[src/rtl/keyed_watchdog.sv]
module keyed_watchdog #(
  parameter int DIV_W = 8,
  parameter int PRE_W = 7,
  parameter int SEL_W = 3,
  parameter int KEY_W = 4,
  parameter logic [KEY_W-1:0] OFF_KEY = 4'b1010,
  parameter int SYS_DIV_W = 2
) (
  input  logic             clk,
  input  logic             rst_n,
  input  logic             cfg_en,
  input  logic [1:0]       src_sel,
  input  logic             osc_tick,
  input  logic             rtc_tick,
  input  logic             key_load,
  input  logic [KEY_W-1:0] key_data,
  input  logic [SEL_W-1:0] ratio_sel,
  input  logic             clr,
  input  logic             pdown,
  output logic             wdt_rst,
  output logic             wdt_active
);
  localparam int LIM_W = PRE_W + 1;

  logic [KEY_W-1:0]     key_q;
  logic [SYS_DIV_W-1:0] sys_q;
  logic [DIV_W-1:0]     div_q;
  logic [PRE_W-1:0]     pre_q;
  logic [LIM_W-1:0]     pre_lim;
  logic                 sys_tick, tick, div_wrap, fire;

  assign wdt_active = cfg_en || (key_q != OFF_KEY);
  assign sys_tick   = !pdown && (&sys_q);
  assign div_wrap   = &div_q;
  assign pre_lim    = (LIM_W'(1) << ratio_sel) - LIM_W'(1);
  assign fire       = wdt_active && !clr && tick && div_wrap && ({1'b0, pre_q} >= pre_lim);

  always_comb begin
    case (src_sel)
      2'd0:    tick = osc_tick;
      2'd1:    tick = rtc_tick;
      default: tick = sys_tick;
    endcase
  end

  always_ff @(posedge clk or negedge rst_n) begin
    if (!rst_n) begin
      key_q <= OFF_KEY;
      sys_q <= '0;
    end else begin
      if (key_load) key_q <= key_data;
      if (!pdown)   sys_q <= sys_q + 1'b1;
    end
  end

  always_ff @(posedge clk or negedge rst_n) begin
    if (!rst_n) begin
      div_q   <= '0;
      pre_q   <= '0;
      wdt_rst <= 1'b0;
    end else begin
      wdt_rst <= fire;
      if (wdt_active) begin
        if (clr || fire) begin
          div_q <= '0;
          pre_q <= '0;
        end else if (tick) begin
          div_q <= div_q + 1'b1;
          if (div_wrap) pre_q <= pre_q + 1'b1;
        end
      end
    end
  end
endmodule

[config.mk]
export PLATFORM = sky130hd
export DESIGN_NAME = keyed_watchdog
export DESIGN_NICKNAME = d
export VERILOG_FILES = /design/src/rtl/keyed_watchdog.sv
export SDC_FILE = /design/constraint.sdc
export NUM_CORES = 1
export LEC_CHECK = 0
export BUFFER_PORTS_ARGS = -buffer_cell sky130_fd_sc_hd__buf_2
export CAP_MARGIN = 40
export CORE_ASPECT_RATIO = 0.9
export CORE_MARGIN = 8
export CORE_UTILIZATION = 35
export CTS_CLUSTER_DIAMETER = 200
export DETAILED_ROUTE_END_ITERATION = 10
export GPL_ROUTABILITY_DRIVEN = 0
export PLACE_DENSITY = 0.53
export SYNTH_ARGS = -nofsm -noshare
export SYNTH_HDL_FRONTEND = slang
export SYNTH_SLANG_ARGS = --single-unit
[constraint.sdc]
create_clock -name clk -period 4.7 [get_ports clk]
set_input_delay 0.235 -clock clk [delete_from_list [all_inputs] [get_ports clk]]
set_output_delay 0.235 -clock clk [all_outputs]
set_load 0.01 [all_outputs]
======== After elaboration in Yosys (flattened, before gate mapping) ========
Cells that the tools add are included.
word-level totals
  output and inout bits ................... 2
  register bits after elaboration ......... 22
  word-level logic and storage cells ...... 35
  input bits .............................. 17
operators by class
  shift operators ......................... 1
  reduce and logical (&&, ||, !) cells .... 16
  add/subtract/negate cells ............... 4
  eq/ne operators ......................... 2
  multiplexer cells ....................... 6
  $lt $le $gt $ge ......................... 1
operators with widths
  kind                                                                 count
  7-bit 2-to-1 mux                                                     3
  8-bit 2-to-1 mux                                                     2
  8-bit by 1-bit adder with 8-bit output (second input constant)       1
  7-bit by 8-bit greater-or-equal comparator with 1-bit output         1
  8-bit AND reduction                                                  1
  1-bit by 3-bit << shifter with 8-bit output (first input constant)   1
  8-bit by 2-bit subtractor with 8-bit output (second input constant)  1
  7-bit by 1-bit adder with 7-bit output (second input constant)       1
  1-bit logical AND                                                    5
  4-bit inequality test (second input constant)                        1
  2-bit AND reduction                                                  2
  2-bit nonzero test                                                   2
  3-bit AND reduction                                                  1
  2-bit by 1-bit adder with 2-bit output (second input constant)       1
  2-bit by 1-bit == test with 1-bit output (second input constant)     1
  1-bit zero test                                                      2
  2-bit zero test                                                      1
  1-bit logical OR                                                     2
  1-bit one-hot mux with 2 select lines                                1

======== Longest topological paths before layout ========
Gate-level depths: netlist of the first run.
  depth after elaboration ................. 9
  mapped depth ............................ 8
  mapped depth without buffers ............ 8

======== Least setup slack after synthesis of the first run ========
Ideal clock, no wire load.
  path kind ............................... in2reg
  start point ............................. in ratio_sel[0]
  end point ............................... reg div_q[2]
  setup time .............................. 0.076 ns
  data required time ...................... 4.624 ns
  stages .................................. 8
  slack ................................... 2.586 ns
  arrival ................................. 2.038 ns
  path buffers ............................ 0
  cells stage by stage .................... or3_1 > ha_1 > nand2b_1 > a2111oi_2 > o21ai_2 > a21oi_1 > nand3_1 > o21ai_1
on the way
  cells in the longest elaborated chain, start to end .. 7
  elaborated cells on any way between the ends .. 8
  classes of those cells .................. add/sub: 1; order compare: 1; shift: 1; mux: 1; reduce/logical: 4
RTL lines
  element                                                           RTL line  text
  start, declared                                                   17        input logic [SEL_W-1:0] ratio_sel,
  1-bit by 3-bit << shifter with 8-bit output (*)                   35        assign pre_lim = (LIM_W'(1) << ratio_sel) - LIM_W'(1);
  8-bit by 2-bit subtractor with 8-bit output (*)                   35
  7-bit by 8-bit greater-or-equal comparator with 1-bit output (*)  36        assign fire = wdt_active && !clr && tick && div_wrap && ({1'b0, pre_q} >= pre_lim);
  1-bit logical AND (*)                                             36
  1-bit logical OR (*)                                              64        if (clr || fire) begin
  2-bit nonzero test (no source line)                               --
  2-bit AND reduction (no source line)                              --
  end signal, assigned                                              68        div_q <= div_q + 1'b1;
  end, declared                                                     27        logic [DIV_W-1:0] div_q;
Mark *: on every way between the ends. The rest lies on a longest branch, timed or not.
A chain may end at the register's enable or synchronous reset.

======== Worst setup path after layout of the first run ========
  start point ............................. reg pre_q[0]
  end point ............................... reg div_q[2]
on the way
  cells in the longest elaborated chain, start to end .. 5
  elaborated cells on any way between the ends .. 6
  classes of those cells .................. order compare: 1; mux: 1; reduce/logical: 4
RTL lines
  element                                                           RTL line  text
  start, declared                                                   28        logic [PRE_W-1:0] pre_q;
  start signal, assigned                                            69        if (div_wrap) pre_q <= pre_q + 1'b1;
  7-bit by 8-bit greater-or-equal comparator with 1-bit output (*)  36
  1-bit logical AND (*)                                             36
  1-bit logical OR (*)                                              64
  2-bit nonzero test (no source line)                               --
  2-bit AND reduction (no source line)                              --
Marks and branches as above.

==> results of run 1 <==
metal layers:
metal	track usage	vias up	part of all wire
met5	0	-	0
met4	0.0277	0	0.0079
met3	0.0310	5	0.036
met2	0.173	10	0.48
met1	0.122	474	0.48
li1	-	515	-
sequential cells by signal, indices dropped and copies added (netlist names):
register  cells
div_q         8
sys_q         2
pre_q         7
key_q         4
wdt_rst       1
synth_stat cells, types with 2 or more instances:
cell type	number	area share
nand3_1	5	0.019
dfstp_2	2	0.039
xor2_1	4	0.026
dfrtp_1	20	0.37
inv_1	5	0.014
nor2_1	12	0.034
mux2_2	5	0.042
o2111ai_1	2	0.013
o21ai_1	8	0.030
nand4_1	2	0.0094
nor3_1	6	0.022
a21oi_1	8	0.030
o21ai_0	4	0.015
nand2_1	9	0.025
or3_4	2	0.017
xnor2_1	5	0.033
nand2b_1	5	0.023
ha_1	10	0.094
nor3_4	2	0.024
through the flow:
stage / utilization / power [uW]
after detailed placement: 0.400 / 285
after floorplan: - / 260
after global routing: 0.417 / 444
after CTS: 0.417 / 424
final: 0.417 / 417
after global placement: 0.400 / 279
power groups by stage:
| stage | Clock [uW] | Combinational [uW] | Sequential [uW] |
|---|---|---|---|
| 6_report | 137 | 64.3 | 216 |
| 4_1_cts | 142 | 65.9 | 216 |
| 3_5_place_dp | 0 | 64.9 | 220 |
| 5_1_grt | 150 | 74.8 | 219 |
| 2_1_floorplan | 0 | 42.8 | 217 |
| 3_3_place_gp | 0 | 61.4 | 218 |
cell families (layout without fill, tap and decap cells):
group,after synthesis,in the layout,synth area share
AO/OA/AOI/OAI,28,28,0.128
XOR/XNOR,9,9,0.0590
adder cells (fa/ha/maj),10,10,0.0936
buffers and inverters,8,30,0.0403
flip-flops,22,22,0.414
multiplexers,6,6,0.0496
AND/OR/NAND/NOR,50,50,0.215
placed cells by master, fill, tap and decap left out, types with 2 or more instances in the layout:
master / instances
dfrtp_1: 20
buf_2: 18
nor2_1: 12
ha_1: 10
nand2_1: 9
a21oi_1: 8
o21ai_1: 8
nor3_1: 6
nand2b_1: 5
inv_1: 5
nand3_1: 5
mux2_2: 5
xnor2_1: 5
o21ai_0: 4
xor2_1: 4
clkbuf_8: 4
nor3_4: 2
o2111ai_1: 2
nand4_1: 2
or3_4: 2
dfstp_2: 2
area by class of cell:
class / instances / area [sq um] / area share
inverters: 7 / 40.0 / 0.0261
flip-flops and latches: 22 / 553 / 0.360
repair buffers: 19 / 100 / 0.0652
clock buffers: 4 / 55.1 / 0.0359
multi-input cells: 103 / 729 / 0.475
well taps: 46 / 57.6 / 0.0375
final timing paths:
kind,to,start,slack [ns]
min in group asynchronous,key_q[0],rst_n,0.47
max in group asynchronous,key_q[1],rst_n,3.87
worst min-delay path,sys_q[0],pdown,0.19
worst max-delay path,div_q[2],pre_q[0],2.48
worst max register to register,div_q[2],pre_q[0],2.48
worst min register to register,sys_q[0],sys_q[0],0.48
what timing repair did:
| action | in CTS | in global routing |
|---|---|---|
| hold buffers | 1 | 0 |
| buffers inserted | 0 | 0 |
| hold endpoints to repair | 20 | 0 |
==> impl_metrics.toml, run 1 <==
[timing]
setup_tns_ns = 0
fin_crit_ns = 2.22
hold-worst-slack_ns = 0.185
report.final.slew_viol_count = 0
tightest_slew_ns = 0.512
skew_ns = 0.00271
setup_violations = 0
slew_headroom = 0.659
setup_slack_ns = 2.48
timing.final.crit_share = 0.473
rsz0062_at_grt = "no"
finalHoldViolations = 0
fmax_ghz = 0.450

[cts]
post_cts_resized = 0
clk_pin_slew_ns = 0.08
clockBufferDepth = 2
htree_levels = 1
cts.sinks = 22
clockRootBuffer = "clkbuf_8"
cts_buffers = 3
clk_latency_ns = 0.26
cts_tree = "yes"

[final_layout]
stdcell_area_sq_um = 1540
diodes = 0
syn_to_final_growth_pct = 14.9
instances_no_fill = 201
drive_gt1_frac = 0.265
fill_cells = 377
finalNetCount = 183

[die]
die-area_sq_um = 6050
io_pins = 19
initial_core_util = 0.363
fp.dieW_um = 81.1
rows = 21
coreArea_sq_um = 3680
die_h_um = 74.6

[setup_path]
cp.required_ns = 4.89
start_kind = "flop"
critical-path-top-delay-family = "compound AO/OA/AOI/OAI gates"
worstPathCellList = "inv_1 -> ha_1 -> nand2b_1 -> a2111oi_2 -> o21ai_2 -> a21oi_1 -> nand3_1 -> o21ai_1"
ff2ff_path_depth = 8
critPathSlowestCell = "dfrtp_1"
critPathArrivalTime_ns = 2.42
crit_path_max_fanout = 6
cp.depth = 8
path_buf_inv = 1
max_stage_delay_ns = 0.42
end_kind = "flop"
timing_worst_setup_path_type = "flop to flop"

[power_and_ir_drop]
p_int_uw = 310
p_leak_uw = 0.000668
seqPwrFrac = 0.518
power_switching_share = 0.256
p_comb_frac = 0.154
clkPwrFrac = 0.328
ir_worst_vdd_mv = 0.181
powerDensity_nw_per_um2 = 272
p_sw_uw = 107

[run]
drv_cap = 0

[synth]
seq_area_frac_synth = 0.414
synth_ff_type = "dfrtp_1"
ys_warn_count = 0
ys_ff_latch = 22
synth_cells = 133
synth_edf_count = 0
synth_area_per_cell_sq_um = 10.0
async_flop_share = 1.00
synth_fp_nets = 160
syn-cell-area_sq_um = 1340
yosysUniqueCellTypes = 36

[status]
status = "completed"

[hold_path]
hold_class = "input port to flop"
whs_path_depth = 2

[placement]
portBuffers = 18
place_area_sq_um = 1470
hpwl_um = 2070
post-place-ws_ns = 2.27
place_inst = 196

[grt]
grt_max_degree = 23
grt_pass1_wl_um = 4900
antenna_found_initial = 0
grt_pass1_vias = 1077
grt_use_total = 0.102
grt_overflow = 0

[drt]
vias = 1004
drc = 0
drtAntennaViolNets = 0
first_pass_iters = 4
finalWirelength_um = 2670
viasPerCell = 5.00
routedWlPerCell_um = 13.3
drtIter0Drc = 46
No activity file was read; power rests on OpenSTA's default activity.
==> run 2, diff against run 1 <==
--- a/config.mk
+++ b/config.mk
@@ -13,7 +13,7 @@
 export CTS_CLUSTER_DIAMETER = 200
 export DETAILED_ROUTE_END_ITERATION = 10
 export GPL_ROUTABILITY_DRIVEN = 0
-export PLACE_DENSITY = 0.53
+export PLACE_DENSITY = 0.55
 export SYNTH_ARGS = -nofsm -noshare
 export SYNTH_HDL_FRONTEND = slang
 export SYNTH_SLANG_ARGS = --single-unit
==> constraint.sdc (replaced) <==
create_clock -name clk -period 2 [get_ports clk]
set_input_delay 0.1 -clock clk [delete_from_list [all_inputs] [get_ports clk]]
set_output_delay 0.1 -clock clk [all_outputs]
set_load 0.01 [all_outputs]
==> run 2 against run 1 <==
Compared with the run above: largest cell class unchanged; count of clock-buffer cells in the layout stayed put; register-to-register slack worse by 2.4 ns; critical path depth is 1 lower; clock power is 130% higher.
==> impl_metrics.toml, run 2 (synthesized netlist as in run 1, its figures left out) <==
[status]
status = "completed"

[drt]
drtAntennaViolNets = 0
routedWlPerCell_um = 13.6
first_pass_iters = 3
drc = 0
viasPerCell = 5.03
finalWirelength_um = 2900
drtIter0Drc = 44
vias = 1071

[die]
die_h_um = 74.6
rows = 21
io_pins = 19
initial_core_util = 0.363
die-area_sq_um = 6050
coreArea_sq_um = 3680
fp.dieW_um = 81.1

[setup_path]
r2r_slack_ns = 0.07
cp.required_ns = 2.20
critPathArrivalTime_ns = 2.13
crit_path_max_fanout = 5
cp-startpoint = "div_q[0]"
start_kind = "flop"
endpoint = "pre_q[4]"
max_stage_delay_ns = 0.42
timing_worst_setup_path_type = "flop to flop"
cp_common_cell = "or3_4"
worstPathCellList = "ha_4 -> nand2_2 -> or3_4 -> or3_4 -> nor4b_2 -> a21oi_1 -> o21ai_1"
r2r_end = "pre_q[4]"
end_kind = "flop"
rr_startpoint = "div_q[0]"
critPathSlowestCell = "dfrtp_1"
ff2ff_path_depth = 7

[final_layout]
drive_gt1_frac = 0.359
top_regs = "div_q x8, pre_q x7, key_q x4"
syn_to_final_growth_pct = 27.0
finalNetCount = 195
utilization = 0.461
instances_no_fill = 213
fill_cells = 377
stdcell_area_sq_um = 1700
regMostFlops = "div_q"
diodes = 0
largest_register_ffs = 8
mostFrequentLayoutCell = "dfrtp_1"
multi_input_area_sq_um = 797
register_area_sq_um = 553
layout_common_cells = "20 x dfrtp_1, 18 x buf_2, 12 x nor2_1"

[power_and_ir_drop]
ir_worst_vdd_mv = 0.530
p_leak_uw = 0.000746
powerDensity_nw_per_um2 = 588

[run]
drv_cap = 0

[timing]
rsz0062_at_grt = "yes"
skew_ns = 0.00677
timing.final.crit_share = 0.964
fmax_ghz = 0.518
tightest_slew_ns = 0.498
slew_headroom = 0.668
finalHoldViolations = 0
setup_violations = 0
report.final.slew_viol_count = 0
fin_crit_ns = 1.93

[cts]
htree_levels = 1
clk_latency_ns = 0.27
cts_tree = "yes"
cts_buffers = 3
clockRootBuffer = "clkbuf_8"
cts.sinks = 22
clockBufferDepth = 2
clk_pin_slew_ns = 0.08

[grt]
grt_pass1_wl_um = 4920
grt_use_total = 0.103
grt_overflow = 0
antenna_found_initial = 0
grt_max_degree = 23
grt_pass1_vias = 1105

[placement]
portBuffers = 18
place_area_sq_um = 1550
hpwl_um = 2200
place_inst = 206

[hold_path]
hold_class = "input port to flop"
hp-start = "pdown"
run 2: cell count changes in the layout (fill, tap and decap cells not counted), sizes merged:
cell	before	now
buf	18	30
run 2: routing by layer:
metal | vias to the layer above | wire length (um) | global-route usage | part of all wire
met2 | 8 | 1500 | 0.175 | 0.51
met4 | 0 | 27 | 0.0356 | 0.0093
met5 | - | 0 | 0 | 0
li1 | 540 | - | - | -
met1 | 519 | 1280 | 0.121 | 0.44
met3 | 4 | 98 | 0.0322 | 0.034
run 2: what timing repair did:
action	in CTS	in global routing
endpoints found under the hold margin	20	0
pin swaps	2	6
buffers inserted	0	2
gates resized for setup	2	11
setup endpoints to repair	13	15
hold buffers	1	0
run 2: how the worst min path moves through the flow:
| stage | endpoint | slack (ns) | depth (start not counted) |
|---|---|---|---|
| 5_1_grt | sys_q[0] | 0.06 | 2 |
| 6_report | sys_q[0] | 0.05 | 2 |
| 3_3_place_gp | key_q[0] | 0.09 | 1 |
| 3_5_place_dp | key_q[0] | 0.09 | 1 |
| 4_1_cts | sys_q[0] | 0.05 | 2 |
| 2_1_floorplan | div_q[0] | -0.20 | 0 |
run 2: where the power goes:
| group | internal, uW | switching (uW) |
|---|---|---|
| clock network | 176 | 144 |
| logic | 81.0 | 85.4 |
| registers | 483 | 27.8 |
run 2: cell type report:
cell class / count / share of cell area
clock buffer: 4 / 0.0324
timing repair buffer: 31 / 0.114
multi-input combinational: 103 / 0.470
inverter: 7 / 0.0236
tap: 46 / 0.0339
sequential: 22 / 0.326
run 2: through the flow:
stage	power, uW	setup TNS, ns	setup WS [ns]	hold WS, ns
after floorplan	610	0	0.0210	-0.196
after global placement	659	-1.77	-0.168	0.0907
after detailed placement	672	-2.98	-0.267	0.0918
after CTS	998	0	0.00414	0.0524
after global routing	1050	-0.0909	-0.0309	0.0550
final	997	0	0.0713	0.0514
run 2: critical path: cells and delay by family (launching register included):
family                   cells  cell delay [ns]
AO/OA/AOI/OAI                2             0.18
adder cells (fa/ha/maj)      1             0.17
flip-flops                   1             0.42
AND/OR/NAND/NOR              4             1.08
==> run 3, diff against run 2 <==
--- a/config.mk
+++ b/config.mk
@@ -9,11 +9,12 @@
 export CAP_MARGIN = 40
 export CORE_ASPECT_RATIO = 0.9
 export CORE_MARGIN = 8
-export CORE_UTILIZATION = 35
+export CORE_UTILIZATION = 50
 export CTS_CLUSTER_DIAMETER = 200
 export DETAILED_ROUTE_END_ITERATION = 10
 export GPL_ROUTABILITY_DRIVEN = 0
-export PLACE_DENSITY = 0.55
+export PLACE_DENSITY = 0.74
+export SKIP_LAST_GASP = 1
 export SYNTH_ARGS = -nofsm -noshare
 export SYNTH_HDL_FRONTEND = slang
 export SYNTH_SLANG_ARGS = --single-unit
==> run 3 against run 2 <==
Compared with the run above: first-iteration DRC count fell by 50%; die area fell by 24%; fmax fell by 0.47%; critical path type unchanged; largest power group unchanged; highest routed layer unchanged.
==> impl_metrics.toml, run 3 (synthesized netlist as in run 1, its figures left out) <==
[drt]
drtIter0Drc = 22
finalWirelength_um = 3070
routedWlPerCell_um = 15.6
viasPerCell = 5.76
drc = 0
drtAntennaViolNets = 0
first_pass_iters = 4
vias = 1134

[timing]
setup_violations = 0
fin_crit_ns = 1.94
finalHoldViolations = 0
report.final.slew_viol_count = 0
fmax_ghz = 0.516
setup_tns_ns = 0
slew_headroom = 0.664
tightest_slew_ns = 0.503
skew_ns = 0.00323
rsz0062_at_grt = "yes"
timing.final.crit_share = 0.969
hold-worst-slack_ns = 0.00828

[die]
die-area_sq_um = 4590
rows = 17
initial_core_util = 0.537
fp.dieW_um = 70.5
io_pins = 19
coreArea_sq_um = 2490
die_h_um = 65.0

[power_and_ir_drop]
p_leak_uw = 0.000758
ir_worst_vdd_mv = 0.503
powerDensity_nw_per_um2 = 550

[final_layout]
largest_register_ffs = 8
syn_to_final_growth_pct = 28.2
instances_no_fill = 197
diodes = 0
utilization = 0.688
layout_common_cells = "19 x dfrtp_1, 18 x buf_2, 12 x nor2_1, 12 x buf_4, 9 x nand2_1"
regMostFlops = "div_q"
mostFrequentLayoutCell = "dfrtp_1"
fill_cells = 191
top_regs = "div_q x8, pre_q x7, key_q x4"
finalNetCount = 197
drive_gt1_frac = 0.379

[setup_path]
rr_startpoint = "pre_q[0]"
r2r_end = "div_q[3]"
path_buf_inv = 2
start_kind = "flop"
max_stage_delay_ns = 0.41
end_kind = "flop"
r2r_slack_ns = 0.06
critical-path-top-delay-family = "compound AO/OA/AOI/OAI gates"
cp.required_ns = 2.24
critPathSlowestCell = "dfrtp_1"
crit_path_max_fanout = 4
critPathArrivalTime_ns = 2.18
ff2ff_path_depth = 9
timing_worst_setup_path_type = "flop to flop"
worstPathCellList = "inv_2 -> ha_4 -> nand2b_4 -> a2111oi_4 -> o21ai_4 -> a21oi_2 -> buf_4 -> a21oi_1 -> o21ai_1"

[cts]
clockBufferDepth = 2
htree_levels = 1
cts.sinks = 22
clk_latency_ns = 0.31
cts_tree = "yes"
clockRootBuffer = "clkbuf_4"
clk_pin_slew_ns = 0.13
cts_buffers = 3

[grt]
grt_pass1_wl_um = 5120
grt_pass1_vias = 1175
grt_overflow = 0
grt_use_total = 0.134
antenna_found_initial = 0
grt_max_degree = 23

[run]
drv_cap = 0

[status]
status = "completed"

[hold_path]
hp-start = "key_data[3]"
whs_path_depth = 2
hold_class = "input port to flop"
hold_path_end = "key_q[3]"

[placement]
place_inst = 187
portBuffers = 18
hpwl_um = 2180
==> run 3: power breakdown <==
part	switching (uW)	leakage, uW	internal, uW
Clock	141	0.0000210	111
Sequential	28.3	0.000289	483
Combinational	90.5	0.000448	86.7
==> run 3: metal layers <==
metal	wire length (um)	vias up	GRT usage	part of all wire
met5	0	-	0	0
met4	68	0	0.0426	0.022
met3	108	8	0.0426	0.035
met2	1650	22	0.242	0.54
met1	1250	560	0.147	0.41
li1	-	544	-	-
==> run 3: how the worst max path moves through the flow <==
stage	to	slack [ns]	startpoint	cells after the start
global placement	div_q[6]	-0.1	ratio_sel[0]	10
global route	div_q[3]	-0.04	pre_q[5]	8
CTS	pre_q[0]	0.01	pre_q[0]	9
finish	div_q[3]	0.06	pre_q[0]	9
floorplan	div_q[2]	0.02	ratio_sel[0]	8
detailed placement	div_q[2]	-0.15	ratio_sel[0]	9
==> run 3: final cells by class <==
cell class	count	area (sq um)	share of cell area
multi-input combinational	103	837	0.489
sequential	22	554	0.324
timing repair buffer	33	210	0.123
inverter	7	40.0	0.0234
clock buffer	4	36.3	0.0212
tap	28	35.0	0.0205
==> run 3: repair_timing <==
item / in CTS / in global routing
endpoints found under the hold margin: 22 / 0
resized for setup: 1 / 16
pin swaps: 2 / 8
buffers inserted: 0 / 3
hold buffers: 3 / 0
setup endpoints to repair: 3 / 15
==> run 3: metrics by stage <==
step	setup WS, ns	power, uW	instance area (sq um)
after detailed placement	-0.154	678	1520
final	0.0622	941	1710
after floorplan	0.0210	610	1340
after global placement	-0.0967	661	1520
after global routing	-0.0352	993	1710
after CTS	0.0111	938	1590
